$ cat config.mk
export PLATFORM = sky130hd
export DESIGN_NAME = usb_rx_fsm
export DESIGN_NICKNAME = d
export VERILOG_FILES = /design/src/rtl/usb_rx_fsm.sv
export SDC_FILE = /design/constraint.sdc
export NUM_CORES = 1
export LEC_CHECK = 0
export BUFFER_PORTS_ARGS = -buffer_cell sky130_fd_sc_hd__buf_4
export CAP_MARGIN = 20
export CORE_AREA = 2 2 102 74
export DETAILED_ROUTE_END_ITERATION = 8
export DIE_AREA = 0 0 104 76
export PLACE_DENSITY = 0.49
export SYNTH_ARGS = -nofsm -noshare
export SYNTH_HDL_FRONTEND = slang
export SYNTH_SLANG_ARGS = --single-unit
$ cat constraint.sdc
create_clock -name clk -period 1.8 [get_ports clk]
set_input_delay 0.36 -clock clk [delete_from_list [all_inputs] [get_ports clk]]
set_output_delay 0.36 -clock clk [all_outputs]
set_load 0.01 [all_outputs]
$ cat src/rtl/usb_rx_fsm.sv
module usb_rx_fsm #(
  parameter int FS_DIV     = 5,
  parameter int HS_GAP     = 1,
  parameter int FS_GAP     = 4,
  parameter int SYNC_ZEROS = 3,
  parameter int STUFF_RUN  = 6
) (
  input  logic       clk,
  input  logic       rst_n,
  input  logic       fs_mode,
  input  logic       line_bit,
  input  logic       line_se0,
  output logic       rx_active,
  output logic       rx_valid,
  output logic       rx_error,
  output logic [7:0] rx_data
);

  localparam int DIV_W = $clog2(FS_DIV + 1);
  localparam int GAP_M = (FS_GAP > HS_GAP) ? FS_GAP : HS_GAP;
  localparam int GAP_W = $clog2(GAP_M + 1);
  localparam int ZR_W  = $clog2(SYNC_ZEROS + 1);
  localparam int RUN_W = $clog2(STUFF_RUN + 2);

  typedef enum logic [1:0] {S_WAIT, S_DATA, S_GAP} st_t;

  st_t              st;
  logic [DIV_W-1:0] div_cnt;
  logic [GAP_W-1:0] gap_cnt;
  logic [ZR_W-1:0]  zero_run;
  logic [RUN_W-1:0] ones;
  logic [2:0]       bit_cnt;
  logic [7:0]       shreg;
  logic             prev_lvl;

  logic strobe, dbit, stuff_hit, stuff_err, byte_done, sync_hit;
  logic [GAP_W-1:0] gap_load;

  assign strobe    = !fs_mode || (div_cnt == DIV_W'(FS_DIV - 1));
  assign dbit      = (line_bit == prev_lvl);
  assign stuff_hit = (ones == RUN_W'(STUFF_RUN));
  assign stuff_err = strobe && stuff_hit && dbit;
  assign byte_done = strobe && !stuff_hit && (bit_cnt == 3'd7);
  assign sync_hit  = strobe && dbit && (zero_run == ZR_W'(SYNC_ZEROS));
  assign gap_load  = fs_mode ? GAP_W'(FS_GAP - 1) : GAP_W'(HS_GAP - 1);

  always_ff @(posedge clk or negedge rst_n)
    if (!rst_n) div_cnt <= '0;
    else if (!fs_mode || strobe) div_cnt <= '0;
    else div_cnt <= div_cnt + 1'b1;

  always_ff @(posedge clk or negedge rst_n)
    if (!rst_n) prev_lvl <= 1'b1;
    else if (line_se0) prev_lvl <= 1'b1;
    else if (strobe) prev_lvl <= line_bit;

  always_ff @(posedge clk or negedge rst_n) begin
    if (!rst_n) begin
      st        <= S_WAIT;
      rx_active <= 1'b0;
      rx_valid  <= 1'b0;
      rx_error  <= 1'b0;
      rx_data   <= '0;
      gap_cnt   <= '0;
      zero_run  <= '0;
      ones      <= '0;
      bit_cnt   <= '0;
      shreg     <= '0;
    end else begin
      rx_valid <= 1'b0;
      rx_error <= 1'b0;
      case (st)
        S_WAIT: begin
          if (line_se0) zero_run <= '0;
          else if (strobe) begin
            if (!dbit) begin
              if (zero_run != ZR_W'(SYNC_ZEROS)) zero_run <= zero_run + 1'b1;
            end else zero_run <= '0;
            if (sync_hit) begin
              st        <= S_DATA;
              rx_active <= 1'b1;
              ones      <= RUN_W'(1);
              bit_cnt   <= '0;
            end
          end
        end
        S_DATA: begin
          if (line_se0 || stuff_err) begin
            st        <= S_GAP;
            rx_active <= 1'b0;
            rx_error  <= stuff_err && !line_se0 && fs_mode;
            gap_cnt   <= gap_load;
            zero_run  <= '0;
          end else if (strobe) begin
            if (stuff_hit) ones <= '0;
            else begin
              ones    <= dbit ? ones + 1'b1 : '0;
              shreg   <= {dbit, shreg[7:1]};
              bit_cnt <= bit_cnt + 1'b1;
              if (byte_done) begin
                rx_data  <= {dbit, shreg[7:1]};
                rx_valid <= 1'b1;
              end
            end
          end
        end
        default: begin
          zero_run <= '0;
          if (gap_cnt == '0) st <= S_WAIT;
          else gap_cnt <= gap_cnt - 1'b1;
        end
      endcase
    end
  end

endmodule

==> flow_summary.ini <==
[outcome]
status = finished clean

[timing]
finalSetupViolations = 0
post-route-min-period_ns = 1.70
relSlewSlack_pct = 69.4
finalHoldViolations = 0
max_clock_freq_ghz = 0.587
holdWs_ns = 0.0133
period_share_pct = 94.6
worst_pin_slew_ns = 0.460
drv_slew = 0
fin_setup_tns_ns = 0
fin_worst_skew_ns = 0.0106
rsz0062_at_grt = no

[floorplan]
ios = 16
coreArea_mm2 = 0.00703
die_x_um = 104
start_util_pct = 24.1
rows = 26
die_area_mm2 = 0.00790
die_h_um = 76

[drt]
wl_per_cell_um = 12.6
vias_per_cell = 4.18
final_antenna_net_count = 0
routed-wl-met2_um = 1480
highest_layer = met4
via_count = 1150
initialDrtViolationCount = 38
drtPass1Iterations = 4
wl_met3_um = 85
drc_errors = 0
wl_met1_um = 1820
finalWirelength_um = 3460

[yosys]
syn_nets = 155
synth-seq-cells = 35
synthArstFlopShare_pct = 100
synth_warnings = 0
synth_top_area_share_pct = 50.2
synthDistinctLibCells = 43
synth.area.top_cells = dfrtp_1 50%, mux2_4 7.1%, ha_1 6.6%
syn_avg_cell_area_um2 = 12.0
synth_edf_count = 0
synth-main-ff-cell = dfrtp_1
synthCells = 141
yosysSeqAreaShare_pct = 51.8
syn_area_mm2 = 0.00169
yosysTopAreaCell = dfrtp_1

[global_route]
grt_antenna_before_repair = 0
grt_pass1_wl_um = 5850
track_usage_pct = 9.45
overflow = 0
grt_max_degree = 36
grt_pass1_vias = 1167

[critical_path]
critPathArrivalTime_ns = 1.87
cpPeakStageDelay_ns = 0.42
worst_setup_path_end_kind = flip-flop
cp_max_fo = 6
cp_slowest_cell = or3b_4
critPathRequiredTime_ns = 1.97
path_class = flip-flop to flip-flop
crit_buf_inv = 1
cp_top_family = simple AND/OR/NAND/NOR gates
path_cells = or3b_4 > nor3_4 > buf_4 > mux2_2
startpoint_type = flip-flop

[clock_network]
insertion_delay_ns = 0.29
holdBufCountCts = 0
cts_buffer_depth = 2
cts.reportedPaths.clkPinSlew_ns = 0.07
numCtsBuffers = 5
cts-htree-levels = 2
root_buffer = clkbuf_8
clock_sinks = 35
cts_tree = built
cts_resized = 0
post_cts_buffers = 0

[power_and_ir_drop]
ir_drop_mv = 0.390
leakage_nw = 1.09
p_switching_uw = 555
p_seq_share_pct = 42.3
pwr-share-comb_pct = 17.5
p_total_mw = 2.15
power.density_mw_per_mm2 = 984
switching_share_pct = 25.8
clkPwrFrac_pct = 40.1
internal-power_mw = 1.60

[cells_and_area]
nets = 190
regArea_um2 = 877
drive_gt1_share_pct = 37.3
instances_no_fill = 275
n_antenna_cell = 0
nFillCells = 746
area_growth_pct = 29.0
multi_input_area_um2 = 783

[flow_run]
drv_cap = 0

[placed_design]
dp.cells = 267
dpl.hpwl_um = 2460
gp_congestion = 0.722
io_buffer_count = 15

[hold_path]
min_path_type = input pin to asynchronous set/reset pin
## cells in the mapped netlist (all sizes together) (3+ instances only)
cell and instances:
nor2 7, dfrtp 34, a31oi 3, xnor2 3, mux2 16, buf 3
nand2b 3, o22ai 3, and2 3, inv 9, ha 9, nand2 12
nand3 5
## cell families (layout without fill, tap and decap cells)
kind of cell             count (synthesis)  in the layout  share of synthesized area [%]
AO/OA/AOI/OAI                           24             24                           10.5
AND/OR/NAND/NOR                         41             41                           13.7
adder cells (fa/ha/maj)                  9              9                           6.65
multiplexers                            16             16                           12.4
buffers and inverters                   12             48                           2.95
flip-flops                              35             35                           51.8
XOR/XNOR                                 4              4                           2.07
## metrics by stage
step	utilization, %	setup WS (ns)	instance area [um^2]
final	31.1	0.0974	2190
after global routing	31.1	0.00159	2190
after CTS	31.0	0.0378	2180
after detailed placement	29.0	0.0224	2040
after global placement	29.0	0.0476	2040
after floorplan	-	-0.00284	1710
## worst reg2reg max path: stages, from the launching register on
cell,delay [ns]
dfrtp_1,0.38
or3b_4,0.42
nor3_4,0.26
buf_4,0.20
mux2_2,0.33
## flip-flops by register name, summed over array words and instances (netlist names)
signal / count
rx_data: 8
shreg: 7
bit_cnt: 3
div_cnt: 3
gap_cnt: 3
ones: 3
st: 2
zero_run: 2
prev_lvl: 1
rx_active: 1
rx_error: 1
rx_valid: 1
## per-layer routing
| layer | track usage [%] | vias to the layer above |
|---|---|---|
| met5 | 0 | - |
| met4 | 5.27 | 0 |
| met3 | 2.65 | 7 |
| met2 | 13.3 | 13 |
| met1 | 13.0 | 557 |
| li1 | - | 573 |
## placed cells by master (no fill, tap or decap), drive strengths merged, types with 3 or more instances in the layout
cell type  instances
nand3              5
inv                9
ha                 9
a31oi              3
and2               3
nand2             12
nor2               7
mux2              16
nand2b             3
o22ai              3
clkbuf             5
xnor2              3
dfrtp             34
buf               31
## path summary, 6_finish.rpt
path                                 startpoint                      to  slack [ns]  depth (start not counted)
max reg2reg                   st[1]$_DFFE_PN0P_    shreg[4]$_DFFE_PN0P_         0.1                          4
max                           st[1]$_DFFE_PN0P_    shreg[4]$_DFFE_PN0P_         0.1                          4
max in group asynchronous                 rst_n    prev_lvl$_DFFE_PN1N_        1.44                          1
min reg2reg                div_cnt[0]$_DFF_PN0_    div_cnt[0]$_DFF_PN0_        0.47                          1
min                                       rst_n  gap_cnt[2]$_DFFE_PN0P_        0.01                          1
min in group clk                       line_bit    prev_lvl$_DFFE_PN1N_        0.32                          3
## cell type report
type / instances / share of cell area (%)
clock buffers: 5 / 3.15
clock inverters: 3 / 3.09
inverters: 9 / 1.55
multi-input cells: 94 / 35.8
flip-flops and latches: 35 / 40.1
well taps: 98 / 5.61
repair buffers: 31 / 10.6
## power by group through the flow
stage                     combinational (mW)  clock (mW)  sequential, mW
after floorplan                        0.250           0           0.916
after global placement                 0.378           0           0.922
after detailed placement               0.378           0           0.927
after CTS                              0.381       0.879           0.910
after global routing                   0.435       0.908           0.921
final                                  0.378       0.864           0.910
(Power assumes the default switching activity.)
